### src/rtl/dbgch_pkg.sv
package dbgch_pkg;

  localparam int NCH    = 16;
  localparam int CH_W   = 4;
  localparam int ADDR_W = 8;
  localparam int WORD_W = 32;

  localparam logic [ADDR_W-1:0] OFF_CTRL = 8'h00;
  localparam logic [ADDR_W-1:0] OFF_CFG  = 8'h08;
  localparam logic [ADDR_W-1:0] OFF_STAT = 8'h10;
  localparam logic [ADDR_W-1:0] OFF_RXD  = 8'h18;
  localparam int               TX_SLOT0 = 4;   // 0x20 >> 3

  typedef enum logic [1:0] {
    TXI_OFF     = 2'd0,
    TXI_EMPTY   = 2'd1,
    TXI_NOTFULL = 2'd2,
    TXI_LOW     = 2'd3
  } tx_irq_mode_e;

  typedef enum logic [1:0] {
    RXI_OFF      = 2'd0,
    RXI_FULL     = 2'd1,
    RXI_NOTEMPTY = 2'd2,
    RXI_HIGH     = 2'd3
  } rx_irq_mode_e;

  typedef struct packed {
    logic            hit;
    logic [CH_W-1:0] chan;
  } tx_slot_t;

  // occupancy at or below a quarter of the depth
  function automatic logic is_low_water(int unsigned cnt, int unsigned depth);
    return cnt <= (depth / 4);
  endfunction

  // occupancy at or above three quarters of the depth
  function automatic logic is_high_water(int unsigned cnt, int unsigned depth);
    return (cnt * 4) >= (depth * 3);
  endfunction

  function automatic logic tx_irq_cond(tx_irq_mode_e mode, int unsigned cnt,
                                       int unsigned depth);
    case (mode)
      TXI_EMPTY:   return cnt == 0;
      TXI_NOTFULL: return cnt < depth;
      TXI_LOW:     return is_low_water(cnt, depth);
      default:     return 1'b0;
    endcase
  endfunction

  function automatic logic rx_irq_cond(rx_irq_mode_e mode, int unsigned cnt,
                                       int unsigned depth);
    case (mode)
      RXI_FULL:     return cnt == depth;
      RXI_NOTEMPTY: return cnt != 0;
      RXI_HIGH:     return is_high_water(cnt, depth);
      default:      return 1'b0;
    endcase
  endfunction

  // transmit window: one 8-byte slot per channel starting at 0x20
  function automatic tx_slot_t decode_tx(logic [ADDR_W-1:0] addr);
    tx_slot_t   r;
    logic [4:0] slot;
    slot   = addr[7:3];
    r.hit  = (addr[2:0] == 3'd0) && (slot >= 5'(TX_SLOT0)) &&
             (slot < 5'(TX_SLOT0 + NCH));
    r.chan = CH_W'(slot - 5'(TX_SLOT0));
    return r;
  endfunction

endpackage

### src/rtl/dbgch_fifo.sv
module dbgch_fifo #(
  parameter int W     = 36,
  parameter int DEPTH = 16,
  localparam int AW    = $clog2(DEPTH),
  localparam int CNT_W = $clog2(DEPTH + 1)
) (
  input  logic             clk,
  input  logic             rst_n,
  input  logic             push,
  input  logic [W-1:0]     push_data,
  input  logic             pop,
  output logic [W-1:0]     head,
  output logic [CNT_W-1:0] count,
  output logic             full,
  output logic             empty
);

  logic [W-1:0]  mem [DEPTH];
  logic [AW-1:0] wr_ptr, rd_ptr;

  initial begin
    if ((1 << AW) != DEPTH) $error("dbgch_fifo: DEPTH must be a power of two");
  end

  assign full  = (count == CNT_W'(DEPTH));
  assign empty = (count == '0);
  assign head  = mem[rd_ptr];

  always_ff @(posedge clk) begin
    if (push) mem[wr_ptr] <= push_data;
  end

  always_ff @(posedge clk) begin
    if (!rst_n) begin
      wr_ptr <= '0;
      rd_ptr <= '0;
      count  <= '0;
    end else begin
      if (push) wr_ptr <= wr_ptr + 1'b1;
      if (pop)  rd_ptr <= rd_ptr + 1'b1;
      case ({push, pop})
        2'b10:   count <= count + 1'b1;
        2'b01:   count <= count - 1'b1;
        default: count <= count;
      endcase
    end
  end

  // the queue is never written while full
  p_no_overflow_r3: assert property (@(posedge clk) disable iff (!rst_n)
    full |-> !push);
  // the queue is never read while empty
  p_no_underflow_r6: assert property (@(posedge clk) disable iff (!rst_n)
    empty |-> !pop);
  // occupancy follows push and pop
  p_count_up_r7: assert property (@(posedge clk) disable iff (!rst_n)
    (push && !pop) |=> count == $past(count) + 1'b1);
  p_count_down_r7: assert property (@(posedge clk) disable iff (!rst_n)
    (pop && !push) |=> count == $past(count) - 1'b1);
  p_count_hold_r7: assert property (@(posedge clk) disable iff (!rst_n)
    (push == pop) |=> $stable(count));
  p_count_bound_r7: assert property (@(posedge clk) disable iff (!rst_n)
    count <= CNT_W'(DEPTH));

endmodule

### src/rtl/dbgch_bus_dec.sv
module dbgch_bus_dec
  import dbgch_pkg::*;
(
  input  logic              bus_sel,
  input  logic              bus_wr,
  input  logic [ADDR_W-1:0] bus_addr,
  output logic              wr_ctrl,
  output logic              wr_cfg,
  output logic              rd_rxd,
  output logic              wr_tx,
  output logic [CH_W-1:0]   tx_chan
);

  tx_slot_t slot;

  always_comb begin
    slot    = decode_tx(bus_addr);
    wr_ctrl = bus_sel &&  bus_wr && (bus_addr == OFF_CTRL);
    wr_cfg  = bus_sel &&  bus_wr && (bus_addr == OFF_CFG);
    rd_rxd  = bus_sel && !bus_wr && (bus_addr == OFF_RXD);
    wr_tx   = bus_sel &&  bus_wr && slot.hit;
    tx_chan = slot.chan;
  end

endmodule

### src/rtl/dbgch_irq.sv
module dbgch_irq
  import dbgch_pkg::*;
#(
  parameter int TX_DEPTH = 16,
  parameter int RX_DEPTH = 16,
  localparam int TXC_W = $clog2(TX_DEPTH + 1),
  localparam int RXC_W = $clog2(RX_DEPTH + 1)
) (
  input  tx_irq_mode_e     tx_mode,
  input  rx_irq_mode_e     rx_mode,
  input  logic [TXC_W-1:0] tx_count,
  input  logic [RXC_W-1:0] rx_count,
  output logic             tx_cond,
  output logic             rx_cond,
  output logic             irq
);

  always_comb begin
    tx_cond = tx_irq_cond(tx_mode, 32'(tx_count), TX_DEPTH);
    rx_cond = rx_irq_cond(rx_mode, 32'(rx_count), RX_DEPTH);
    irq     = tx_cond | rx_cond;
  end

endmodule

### src/rtl/dbgch_mailbox.sv
module dbgch_mailbox
  import dbgch_pkg::*;
#(
  parameter int TX_DEPTH = 16,
  parameter int RX_DEPTH = 16,
  localparam int TXC_W = $clog2(TX_DEPTH + 1),
  localparam int RXC_W = $clog2(RX_DEPTH + 1),
  localparam int ENT_W = CH_W + WORD_W
) (
  input  logic              clk,
  input  logic              rst_n,
  input  logic              bus_sel,
  input  logic              bus_wr,
  input  logic [ADDR_W-1:0] bus_addr,
  input  logic [WORD_W-1:0] bus_wdata,
  output logic [WORD_W-1:0] bus_rdata,
  output logic              irq_o,
  output logic              prb_tx_valid,
  input  logic              prb_tx_ready,
  output logic [CH_W-1:0]   prb_tx_chan,
  output logic [WORD_W-1:0] prb_tx_data,
  input  logic              prb_rx_valid,
  output logic              prb_rx_ready,
  input  logic [CH_W-1:0]   prb_rx_chan,
  input  logic [WORD_W-1:0] prb_rx_data
);

  initial begin
    if (TX_DEPTH > 255 || RX_DEPTH > 255)
      $error("dbgch_mailbox: depths must fit an 8-bit field");
  end

  // decoded bus events
  logic            wr_ctrl, wr_cfg, rd_rxd, wr_tx;
  logic [CH_W-1:0] tx_chan;

  dbgch_bus_dec u_dec (
    .bus_sel (bus_sel),
    .bus_wr  (bus_wr),
    .bus_addr(bus_addr),
    .wr_ctrl (wr_ctrl),
    .wr_cfg  (wr_cfg),
    .rd_rxd  (rd_rxd),
    .wr_tx   (wr_tx),
    .tx_chan (tx_chan)
  );

  // queue events brought out as named wires
  logic             tx_push, tx_pop, tx_drop, rx_push, rx_pop, rx_empty_read;
  logic [ENT_W-1:0] tx_head, rx_head;
  logic [TXC_W-1:0] tx_count;
  logic [RXC_W-1:0] rx_count;
  logic             tx_full, tx_empty, rx_full, rx_empty;

  assign tx_push       = wr_tx && !tx_full;
  assign tx_drop       = wr_tx &&  tx_full;
  assign tx_pop        = prb_tx_ready && !tx_empty;
  assign rx_push       = prb_rx_valid && !rx_full;
  assign rx_pop        = rd_rxd && !rx_empty;
  assign rx_empty_read = rd_rxd &&  rx_empty;

  dbgch_fifo #(.W(ENT_W), .DEPTH(TX_DEPTH)) u_txq (
    .clk      (clk),
    .rst_n    (rst_n),
    .push     (tx_push),
    .push_data({tx_chan, bus_wdata}),
    .pop      (tx_pop),
    .head     (tx_head),
    .count    (tx_count),
    .full     (tx_full),
    .empty    (tx_empty)
  );

  dbgch_fifo #(.W(ENT_W), .DEPTH(RX_DEPTH)) u_rxq (
    .clk      (clk),
    .rst_n    (rst_n),
    .push     (rx_push),
    .push_data({prb_rx_chan, prb_rx_data}),
    .pop      (rx_pop),
    .head     (rx_head),
    .count    (rx_count),
    .full     (rx_full),
    .empty    (rx_empty)
  );

  assign prb_tx_valid = !tx_empty;
  assign prb_tx_chan  = tx_head[ENT_W-1 -: CH_W];
  assign prb_tx_data  = tx_head[WORD_W-1:0];
  assign prb_rx_ready = !rx_full;

  // control and configuration state
  logic         ovf_flag;
  tx_irq_mode_e tx_mode;
  rx_irq_mode_e rx_mode;

  always_ff @(posedge clk) begin
    if (!rst_n) begin
      ovf_flag <= 1'b0;
      tx_mode  <= TXI_OFF;
      rx_mode  <= RXI_OFF;
    end else begin
      if (tx_drop)                     ovf_flag <= 1'b1;
      else if (wr_ctrl && bus_wdata[0]) ovf_flag <= 1'b0;
      if (wr_cfg) begin
        tx_mode <= tx_irq_mode_e'(bus_wdata[19:18]);
        rx_mode <= rx_irq_mode_e'(bus_wdata[17:16]);
      end
    end
  end

  logic tx_cond, rx_cond;

  dbgch_irq #(.TX_DEPTH(TX_DEPTH), .RX_DEPTH(RX_DEPTH)) u_irq (
    .tx_mode (tx_mode),
    .rx_mode (rx_mode),
    .tx_count(tx_count),
    .rx_count(rx_count),
    .tx_cond (tx_cond),
    .rx_cond (rx_cond),
    .irq     (irq_o)
  );

  // read data
  logic [WORD_W-1:0] stat_word, cfg_word;

  always_comb begin
    stat_word = {8'(tx_count), 8'(rx_count), 8'h00,
                 rx_empty ? 4'h0 : rx_head[ENT_W-1 -: CH_W],
                 rx_empty, rx_full, tx_empty, tx_full};
    cfg_word  = {12'h000, tx_mode, rx_mode, 8'(TX_DEPTH), 8'(RX_DEPTH)};
    bus_rdata = '0;
    if (bus_sel && !bus_wr) begin
      case (bus_addr)
        OFF_CTRL: bus_rdata = {31'd0, ovf_flag};
        OFF_CFG:  bus_rdata = cfg_word;
        OFF_STAT: bus_rdata = stat_word;
        OFF_RXD:  bus_rdata = rx_empty ? '0 : rx_head[WORD_W-1:0];
        default:  bus_rdata = '0;
      endcase
    end
  end

  // a dropped write always leaves the flag set
  p_drop_sets_flag_r3: assert property (@(posedge clk) disable iff (!rst_n)
    tx_drop |=> ovf_flag);
  // the flag only clears through the clear write
  p_flag_sticky_r3: assert property (@(posedge clk) disable iff (!rst_n)
    (ovf_flag && !(wr_ctrl && bus_wdata[0])) |=> ovf_flag);
  // an empty receive read returns zero and leaves the queue alone
  p_empty_read_zero_r6: assert property (@(posedge clk) disable iff (!rst_n)
    rx_empty_read |-> bus_rdata == '0);
  p_empty_read_hold_r6: assert property (@(posedge clk) disable iff (!rst_n)
    (rx_empty_read && !prb_rx_valid) |=> rx_empty);
  // the probe is refused exactly while the queue is full
  p_rx_refuse_r4: assert property (@(posedge clk) disable iff (!rst_n)
    (prb_rx_valid && rx_full && !rx_pop) |=> rx_full);
  // interrupt low whenever both modes are off
  p_irq_quiet_r11: assert property (@(posedge clk) disable iff (!rst_n)
    (tx_mode == TXI_OFF && rx_mode == RXI_OFF) |-> !irq_o);

endmodule

### config.mk
export PLATFORM = sky130hd
export DESIGN_NAME = dbgch_mailbox
export DESIGN_NICKNAME = d
export VERILOG_FILES = /design/src/rtl/dbgch_pkg.sv /design/src/rtl/dbgch_fifo.sv /design/src/rtl/dbgch_bus_dec.sv /design/src/rtl/dbgch_irq.sv /design/src/rtl/dbgch_mailbox.sv
export SDC_FILE = /design/constraint.sdc
export NUM_CORES = 1
export LEC_CHECK = 0
export ABC_AREA = 0
export BUFFER_PORTS_ARGS = -buffer_cell sky130_fd_sc_hd__buf_2
export CAP_MARGIN = 5
export CORE_ASPECT_RATIO = 1.75
export CORE_MARGIN = 10
export CORE_UTILIZATION = 40
export DETAILED_ROUTE_END_ITERATION = 7
export PLACE_DENSITY_LB_ADDON = 0.25
export SYNTH_ARGS = -nofsm -noshare
export SYNTH_HDL_FRONTEND = slang
export SYNTH_SLANG_ARGS = --single-unit
### constraint.sdc
create_clock -name clk -period 13 [get_ports clk]
set_input_delay 0.65 -clock clk [delete_from_list [all_inputs] [get_ports clk]]
set_output_delay 0.65 -clock clk [all_outputs]
set_load 0.02 [all_outputs]
Word-level counts from Yosys, hierarchy flattened
Memory sizes are Yosys's and may differ from the RTL's. A register that Yosys moved wholly into a read port is not among the register bits.
Index checks and enable logic that the tools add are counted.
Word-level totals
  bits in registers: 31
  bits in writable memories: 1152
  input port bits: 82
  logic and storage cells: 86
  memories kept: 2
Memories
  u_rxq.mem: words 16, bits a word 36, rd ports 1, clocked after memory_dff 1, wr ports 1, line dbgch_fifo.sv:18  | logic [W-1:0] mem [DEPTH];
  u_txq.mem: words 16, bits a word 36, rd ports 1, clocked after memory_dff 1, wr ports 1, line dbgch_fifo.sv:18
Cells by class
  add/subtract/negate cells: 9
  magnitude comparators: 5
  equality and inequality tests: 15
  multiplexer cells: 18
  bitwise operators: 1
  reduce and logical (&&, ||, !) cells: 27
Operator list (number)
  32-bit one-hot mux with 4 select lines: 1
  32-bit two-way mux: 2
  4-bit two-way mux: 5
  5-bit one-hot mux with 2 select lines: 2
  4-bit by 1-bit adder with 4-bit output, second input constant: 4
  8-bit by 5-bit == test with 1-bit output, second input constant: 2
  1-bit logical AND: 14
  2-bit == test, second input constant: 6
  5-bit by 1-bit adder with 5-bit output, second input constant: 2
  5-bit == test, second input constant: 2
  5-bit logical NOT: 2
  5-bit < comparator, second input constant: 2
  5-bit by 1-bit subtractor with 5-bit output, second input constant: 2
  2-bit by 1-bit == test with 1-bit output, second input constant: 4
  8-bit by 4-bit == test with 1-bit output, second input constant: 1
  8-bit logical NOT: 1
  7-bit by 6-bit >= comparator with 1-bit output, second input constant: 1
  1-bit two-way mux: 6
  1-bit one-hot mux with 3 select lines: 2
  2-bit nonzero test: 3
  5-bit by 3-bit >= comparator with 1-bit output, second input constant: 1
  5-bit by 3-bit <= comparator with 1-bit output, second input constant: 1
  1-bit logical NOT: 5
  5-bit nonzero test: 1
  3 further kinds: 3

Longest topological paths before layout
Gate-level depths: netlist (run 1).
  word-level depth: 7
  gate-level depth with buffers: 17
  mapped depth without buffers: 14

Cells and area by module
A second synthesis (run 1) with hierarchy kept.
Second synthesis, totals
  cell total of the unflattened synthesis: 2147
  area total of the unflattened synthesis: 46175.5 sq um
Modules (own cells, without submodules)
  dbgch_fifo: times used 2, cells an instance 992, area each 22497.8 sq um, sequential area each 17636.9 sq um
  dbgch_mailbox: times used 1, cells an instance 134, area each 964.7 sq um, sequential area each 100.1 sq um
  dbgch_bus_dec: times used 1, cells an instance 16, area each 125.1 sq um, sequential area each 0.0 sq um
  dbgch_irq: times used 1, cells an instance 13, area each 90.1 sq um, sequential area each 0.0 sq um

Least setup slack after synthesis (run 1)
OpenSTA, ideal clock, no wires.
  kind: in2reg
  from: input port bus_addr[1]
  to: memory u_txq.mem[3][0], enable pin
  arrival: 3.817 ns
  path slack: 8.709 ns
  cell stages on the path: 4
  buffers on the path: 0
  cell sequence: nor3_2 > and4_1 > nand4_1 > nor3_1
Between the ends
  cells in the longest elaborated chain, start to end: 7
Ends and longest elaborated chain
  start: declaration: line dbgch_mailbox.sv:14  | input logic [ADDR_W-1:0] bus_addr,
  3-bit logical NOT: line dbgch_pkg.sv:68  | r.hit = (addr[2:0] == 3'd0) && (slot >= 5'(TX_SLOT0)) &&
  1-bit logical AND (2 in a row): line dbgch_pkg.sv:68
  1-bit logical AND: line dbgch_bus_dec.sv:21  | wr_tx = bus_sel && bus_wr && slot.hit;
  1-bit logical AND: line dbgch_mailbox.sv:55  | assign tx_push = wr_tx && !tx_full;
  1-bit two-way mux: line dbgch_fifo.sv:30  | if (push) mem[wr_ptr] <= push_data;
  1-bit two-way mux (not written as such): line dbgch_fifo.sv:30
  end: declaration: line dbgch_fifo.sv:18
No other way between the ends.

==> parameters.txt, run 1 <==
Parameter                              Value

Pwr
  Clk network pwr share ... 0.418
  P per Cell Area ... 146 mW/mm^2
  Leak pwr ... between 15 and 20 nW
  Portion of total power attributed to combinational logic ... 0.024
  Fraction of power spent switching nets ... 0.197
  Peak supply drop ... 136 uV
  Cell internal pwr ... 6.10 mW
  Overall power after layout ... 7.59 mW
  Proportion of power drawn by flip-flops and latches ... 0.559
  Switching power ... 1.50 mW

Route
  Initial DRT Pass Iterations ... 5
  Detailed-route vias per instance ... 5.60
  Average wire length per cell after detail routing ... 28.2 um
  First-iteration detailed-routing DRC count ... 2,092
  Number of design rule violations left after detail routing ... 0
  Post-detailed-route count of antenna-violating nets ... 0
  Detailed-route wire length ... about 110 mm
  Count of vias placed by the detailed router ... around 21k

Critical path
  Worst Setup End Kind ... output pin
  Kind of cell with the highest combined delay on the critical path ... buffers and inverters
  Largest fanout of any net on the critical path ... 59
  Startpoint type of the worst setup path ... flop
  CP required ... 12,350 ps
  Crit path DAT ... between 4000 and 5000 ps
  Slowest cell on crit path ... sky130_fd_sc_hd__dfxtp_4
  Cell Chain, Critical Path ... buf_4 > buf_4 > mux2i_1 > a22oi_1 > a32o_1 > a222oi_1 > nor2_1 > buf_2
  Crit path top cell by count ... sky130_fd_sc_hd__buf_4
  Crit path buf inv count ... 3
  WS Path Type ... flop to output pin
  Slowest stage delay, CP ... 900 ps

Global routing
  First-pass GRT wire length ... 157 mm
  Total grt overflow ... 0
  Global-route usage over all layers ... 0.164
  Via count of the first global-routing pass ... 22.8k
  Initial antenna violation count ... 10
  Largest net degree at the start of global routing ... 79

Final layout
  Share of post-route cells with drive strength above 1 ... 0.297
  Most common cell after layout, fill and taps aside ... sky130_fd_sc_hd__edfxtp_1
  Layout overhead on the synthesized area ... 12.9%
  Commonest non-fill, non-tap cells in the layout ... 1,152 x sky130_fd_sc_hd__edfxtp_1, 293 x sky130_fd_sc_hd__mux4_2, 152 x sky130_fd_sc_hd__buf_2, 108 x sky130_fd_sc_hd__clkbuf_16, 57 x sky130_fd_sc_hd__mux2i_1
  Antenna diode count ... 0
  Core Util, Final ... 0.455
  Filler cell count ... roughly 9.5k
  NumNets Final ... between 2k and 2.5k
  Final instance area ... 0.0520 sq mm

Clocking
  Post-cts sizing count ... 0
  Insertion delay to the later sink of the worst-skew pair ... 710 ps
  CTS Buf Count ... about 110
  Number of buffers inserted by hold repair at cts ... 0
  CTS tree ... yes
  Count of buffers added by post-CTS timing repair for setup ... 0
  H-Tree Level Count ... 3
  Clock transition time at the flip-flop clock pins of the worst setup and hold paths ... 70 ps
  Sink count of the clock tree ... 1,191
  Root Driver ... sky130_fd_sc_hd__clkbuf_16
  Number of buffers between clock root and the deepest sink ... 3

Floorplanning
  Row cnt ... 164
  Die outline width ... between 200 and 300 um
  Number of top-level pins ... 153
  Total die area ... around 0.13 sq mm
  Initial Util ... 0.403
  Core region area ... 0.114 sq mm
  Vert. Die Dim ... 469 um

Yosys
  Sequential-to-total area share from yosys stat ... 0.767
  Netlist Area Pre-Place ... roughly 0.046 sq mm
  Complex-gate fraction of the synthesized area ... 0.0185
  Syn avg cell area ... 22.7 sq um
  Flip-flop and latch count after synthesis ... 1,191
  Fraction of synthesized area in multiplexers ... 0.169
  Number of warnings issued by yosys ... 0
  Number of distinct library cells after synthesis ... 64
  Synth Area in Adders ... 0.00532
  Gate count after technology mapping ... 2,029
  Top cells by area, synth ... sky130_fd_sc_hd__edfxtp_1 75%, sky130_fd_sc_hd__mux4_2 14%, sky130_fd_sc_hd__dfxtp_1 1.7%, sky130_fd_sc_hd__mux4_1 1.3%, sky130_fd_sc_hd__mux2i_1 1.2%
  Xor/xnor cell area share of the yosys netlist ... 0.00342
  Simple logic cell fraction of the synthesized area ... 0.0213
  Ys async rst share ... 0
  Cell taking the most area after synthesis ... sky130_fd_sc_hd__edfxtp_1
  Net count after synthesis ... 2,130
  Synth Flop Type ... sky130_fd_sc_hd__edfxtp_1
  Main combinational cell family by area after synthesis ... multiplexers
  Portion of synthesized cell area occupied by the leading cell type ... 0.750
  Count of flip-flops with a built-in enable after synthesis ... between 1k and 1.5k

Timing
  Portion of the clock cycle consumed by the worst path in the final layout ... 0.416
  Largest clock skew in the final design ... 28.0 ps
  Tightest hold margin ... 304 ps
  Summed negative setup slack over all endpoints ... 0 ps
  Transition at the pin with the smallest max-transition slack ... 1210 ps
  Relative slew margins ... 0.196
  Final setup fails ... 0
  RSZ-0062 raised after global routing ... no
  Maximum clock frequency ... 185 MHz
  Count of pins over their slew limit ... 0
  Hold Fails Final Rpt ... 0
  Final critical path time including I/O delays and setup ... between 5000 and 6000 ps

Placement
  HPWL reported at the end of detailed placement ... 57.5 mm
  Final weighted congestion in routability-driven placement ... 0.759
  # port buffers ... 152
  Instance area after placement ... slightly below 0.05 sq mm

Run status
  Outcome ... finished, final reports clean

Min path
  Hold Crit Class ... input pin to flop

Job
  Maximum capacitance violations ... 0
-- cells in the mapped netlist, drive strengths merged, types with 2 or more instances --
| master | number |
|---|---|
| nor2 | 30 |
| nand2 | 35 |
| buf | 71 |
| o21ai | 15 |
| or3 | 2 |
| o211ai | 2 |
| clkbuf | 33 |
| nor2b | 16 |
| xnor2 | 11 |
| nand4 | 4 |
| or4 | 2 |
| a21oi | 22 |
| mux4 | 315 |
| nand3 | 7 |
| o2111ai | 4 |
| edfxtp | 1152 |
| ha | 18 |
| nor3 | 15 |
| mux2 | 5 |
| a22o | 3 |
| xor2 | 7 |
| nand2b | 8 |
| a21boi | 4 |
| and3 | 31 |
| a21o | 8 |
| nor4 | 3 |
| a221oi | 5 |
| a31oi | 2 |
| a22oi | 41 |
| dfxtp | 39 |
| a32o | 3 |
| inv | 18 |
| and2 | 23 |
| a222oi | 3 |
| mux2i | 57 |
-- area by class of cell --
type | count | area [sq um] | area share
Sequential cell | 1191 | 35400 | 0.680
Multi-Input combinational cell | 715 | 10200 | 0.197
Clock buffer | 129 | 2790 | 0.0536
Tap cell | 1494 | 1870 | 0.0359
Timing Repair Buffer | 185 | 1010 | 0.0194
Clock inverter | 62 | 686 | 0.0132
Inverter | 18 | 70.1 | 0.00135
-- path summary, 6_finish.rpt --
| kind | from | endpoint | slack [ps] | cells past startpoint |
|---|---|---|---|---|
| setup / recovery | flop | bus_rdata[18] | 7590 | 8 |
| hold / removal | prb_rx_data[11] | u_rxq.mem[15][11]$_DFFE_PP_ | 300 | 1 |
| setup reg to reg | u_rxq.count[0]$_SDFFE_PN0P_ | u_rxq.count[4]$_SDFFE_PN0P_ | 9510 | 12 |
| hold reg to reg | u_rxq.rd_ptr[1]$_SDFFE_PN0P_ | flop | 540 | 2 |
-- sequential cells by signal, summed over array words and instances, names as in the netlist, named ones only --
| name | cells |
|---|---|
| u_txq.rd_ptr | 4 |
| rx_mode | 2 |
| tx_mode | 2 |
| u_rxq.wr_ptr | 4 |
| u_txq.wr_ptr | 4 |
| u_rxq.count | 5 |
| ovf_flag | 1 |
| u_rxq.rd_ptr | 4 |
| u_rxq.mem | 576 |
| u_txq.count | 5 |
| u_txq.mem | 576 |
-- worst register-to-register path: cells and delay by family (launching register included) --
family,cells,cell delay (ps)
and+or+nand+nor,5,960
AOI/OAI and AO/OA,2,830
adders and majority gates,2,650
DFF,1,490
buffers and inverters,2,270
muxes,1,210
-- cell families (layout without fill, tap and decap cells) --
kind of cell    Yosys count  count (layout)
fa+ha+maj                19              19
xor+xnor                 18              18
simple gates            180             180
mux                     377             377
buf+inv                 123             394
compound gates          121             121
flops                  1191            1191
-- per-layer routing --
metal  part of all wire  up-vias  track usage
li1                   -     8969            -
met1               0.39    11400        0.199
met2               0.53      624        0.291
met3              0.048      195       0.0264
met4              0.033       20       0.0651
met5             0.0014        -            0
-- power groups by stage --
stage | sequential (mW) | combinational, mW | clock [mW]
3_3_place_gp | 4.32 | 0.175 | 0
2_1_floorplan | 4.32 | 0.0921 | 0
4_1_cts | 4.24 | 0.184 | 3.24
6_report | 4.24 | 0.180 | 3.17
3_5_place_dp | 4.32 | 0.183 | 0
5_1_grt | 4.24 | 0.197 | 3.38
-- through the flow --
step / setup slack, ps / std cells
after CTS: 7490 / 3794
final: 7590 / 3794
after floorplan: 8710 / 2029
after detailed placement: 8250 / 3603
after global placement: 8330 / 3603
after global routing: 7380 / 3794
(Power assumes the default switching activity.)
==> run 2, diff against run 1 <==
clock period = 5.57 ns   (was 13 ns; I/O delays follow)
==> parameters.txt, run 2 (synthesis results as in run 1) <==
Parameter                              Value

Run status
  Outcome ... finished, final reports clean (unchanged)

Pwr
  Leak pwr ... 16.3 nW (was 16.0 nW)
  Overall power after layout ... 17.7 mW (was 7.59 mW)
  P per Cell Area ... 336 mW/mm^2 (was 146 mW/mm^2)
  Peak supply drop ... 319 uV (was 136 uV)

Global routing
  Initial antenna violation count ... 6 (was 10)
  Largest net degree at the start of global routing ... 69 (was 79)
  Global-route usage over all layers ... 0.165 (was 0.164)
  Total grt overflow ... 0 (unchanged)
  Via count of the first global-routing pass ... 23.3k (was 22.8k)
  First-pass GRT wire length ... 159 mm (was 157 mm)

Critical path
  Slowest cell on crit path ... sky130_fd_sc_hd__dfxtp_4 (unchanged)
  Cell Chain, Critical Path ... buf_12 > mux4_2 > a22oi_1 > nand2_1 > nand2_1 > o21ai_0 > buf_2 (was buf_4 > buf_4 > mux2i_1 > a22oi_1 > a32o_1 > a222oi_1 > nor2_1 > buf_2)
  Slowest stage delay, CP ... 960 ps (was 900 ps)
  Worst Setup End Kind ... output pin (unchanged)
  Largest fanout of any net on the critical path ... 62 (was 59)
  Kind of cell with the highest combined delay on the critical path ... flip-flops (was buffers and inverters)
  Crit path DAT ... 3600 ps (was 4760 ps)
  WS Path Type ... flop to output pin (unchanged)
  Startpoint type of the worst setup path ... flop (unchanged)
  CP required ... 5290 ps (was 12,350 ps)
  Crit path top cell by count ... sky130_fd_sc_hd__nand2_1 (was sky130_fd_sc_hd__buf_4)
  Crit path buf inv count ... 2 (was 3)

Timing
  Hold Fails Final Rpt ... 0 (unchanged)
  RSZ-0062 raised after global routing ... no (unchanged)
  Maximum clock frequency ... 258 MHz
  Count of pins over their slew limit ... 0 (unchanged)
  Relative slew margins ... 0.165 (was 0.196)
  Summed negative setup slack over all endpoints ... 0 ps (unchanged)
  Final critical path time including I/O delays and setup ... ~3900 ps
  Transition at the pin with the smallest max-transition slack ... 1250 ps (was 1210 ps)
  Portion of the clock cycle consumed by the worst path in the final layout ... 0.697
  Largest clock skew in the final design ... 24.9 ps (was 28.0 ps)
  Final setup fails ... 0 (unchanged)

Final layout
  Commonest non-fill, non-tap cells in the layout ... 1,152 x sky130_fd_sc_hd__edfxtp_1, 293 x sky130_fd_sc_hd__mux4_2, 152 x sky130_fd_sc_hd__buf_2, 110 x sky130_fd_sc_hd__clkbuf_16, 68 x sky130_fd_sc_hd__dlygate4sd3_1 (was 1,152 x sky130_fd_sc_hd__edfxtp_1, 293 x sky130_fd_sc_hd__mux4_2, 152 x sky130_fd_sc_hd__buf_2, 108 x sky130_fd_sc_hd__clkbuf_16, 57 x sky130_fd_sc_hd__mux2i_1)
  Layout overhead on the synthesized area ... 14.7% (was 12.9%)
  Register Area ... 0.0354 sq mm (unchanged)
  Filler cell count ... 9,418 (was 9,464)
  Share of post-route cells with drive strength above 1 ... 0.291 (was 0.297)
  Most common cell after layout, fill and taps aside ... sky130_fd_sc_hd__edfxtp_1 (unchanged)
  Antenna diode count ... 0 (unchanged)
  NumNets Final ... 2,395 (was 2,318)
  Total area of multi-input combinational cells ... 0.0102 sq mm (about the same)
  Regs by FF count ... u_rxq.mem (576), u_txq.mem (576) (unchanged)

Floorplanning
  Die outline width ... 277 um (unchanged)
  Initial Util ... 0.403 (unchanged)
  Core region area ... 0.114 sq mm (unchanged)
  Total die area ... 0.130 sq mm (unchanged)
  Vert. Die Dim ... 469 um (unchanged)
  Row cnt ... 164 (unchanged)
  Number of top-level pins ... 153 (unchanged)

Min path
  Hold Crit Class ... input pin to flop (unchanged)

Clocking
  Sink count of the clock tree ... 1,191 (unchanged)
  Root Driver ... sky130_fd_sc_hd__clkbuf_16 (unchanged)
  CTS tree ... yes (unchanged)
  Clock transition time at the flip-flop clock pins of the worst setup and hold paths ... 70 ps (about the same)
  H-Tree Level Count ... 3 (unchanged)
  CTS Buf Count ... 106 (unchanged)
  Insertion delay to the later sink of the worst-skew pair ... 710 ps (about the same)
  Count of buffers added by post-CTS timing repair for setup ... 0 (unchanged)
  Number of buffers between clock root and the deepest sink ... 3 (unchanged)

Job
  Maximum capacitance violations ... 0 (unchanged)

Placement
  # port buffers ... 152 (unchanged)
  HPWL reported at the end of detailed placement ... 59.8 mm (was 57.5 mm)
  Final weighted congestion in routability-driven placement ... 0.824 (was 0.759)

Route
  Number of design rule violations left after detail routing ... 0 (unchanged)
  First-iteration detailed-routing DRC count ... 2,083 (was 2,092)
  Post-detailed-route count of antenna-violating nets ... 0 (unchanged)
  Initial DRT Pass Iterations ... 5 (unchanged)
  Average wire length per cell after detail routing ... 27.8 um (was 28.2 um)
  Detailed-route wire length ... 108 mm (was 107 mm)
  Count of vias placed by the detailed router ... 21.8k (was 21.2k)
  Detailed-route vias per instance ... 5.61 (was 5.60)
[run 2: cell types whose count changed in the layout (fill, tap and decap cells not counted), sizes merged]
| cell | change |
|---|---|
| clkinvlp | +1 |
| buf | +9 |
| clkbuf | +5 |
| inv | +1 |
| bufinv | -3 |
| clkinv | +3 |
| dlygate4sd3 | +68 |
[run 2: final cells by class]
cell class	count	share of cell area
Multi-Input combinational cell	715	0.193
Clock buffer	134	0.0540
Inverter	18	0.00133
Sequential cell	1191	0.669
Tap cell	1494	0.0354
Timing Repair Buffer	262	0.0346
Clock inverter	64	0.0121
[run 2: path summary, 6_finish.rpt]
path | cells past startpoint | start | endpoint | slack, ps
setup / recovery | 7 | flop | bus_rdata[6] | 1690
hold / removal | 1 | bus_addr[4] | u_txq.mem[8][33]$_DFFE_PP_ | 60
setup reg to reg | 5 | u_rxq.count[0]$_SDFFE_PN0P_ | u_rxq.mem[8][14]$_DFFE_PP_ | 2110
hold reg to reg | 2 | u_txq.wr_ptr[3]$_SDFFE_PN0P_ | u_txq.wr_ptr[3]$_SDFFE_PN0P_ | 570
[run 2: layer usage]
layer  wire [um]  vias to the layer above  part of all wire  track usage
met3        5510                      196             0.051       0.0244
li1            -                     9143                 -            -
met2       56500                      732              0.52        0.292
met5          62                        -           0.00057            0
met1       42700                    11700              0.40        0.204
met4        3060                       10             0.028       0.0609
[run 2: timing repair]
action	CTS	global route
hold buffers	68	0
gates resized for setup	0	0
endpoints found under the hold margin	1088	0
[run 2: power by group]
part           total [mW]  internal [mW]  switching, mW
Clock                7.37           4.15           3.22
Combinational       0.474          0.183          0.291
Sequential           9.90           9.87         0.0235
Total                17.7           14.2           3.54
[run 2: per-stage QoR]
| stage | worst slack, ps | util | std cells | area, sq um | hold slack, ps |
|---|---|---|---|---|---|
| global route | 1540 | 0.463 | 3878 | 52900 | 51.8 |
| CTS | 1620 | 0.463 | 3878 | 52900 | 7.78 |
| floorplan | 1430 | - | 2029 | 46100 | 377 |
| finish | 1690 | 0.463 | 3878 | 52900 | 62.6 |
| global placement | 1840 | 0.426 | 3612 | 48700 | 515 |
| detailed placement | 1850 | 0.426 | 3612 | 48700 | 556 |
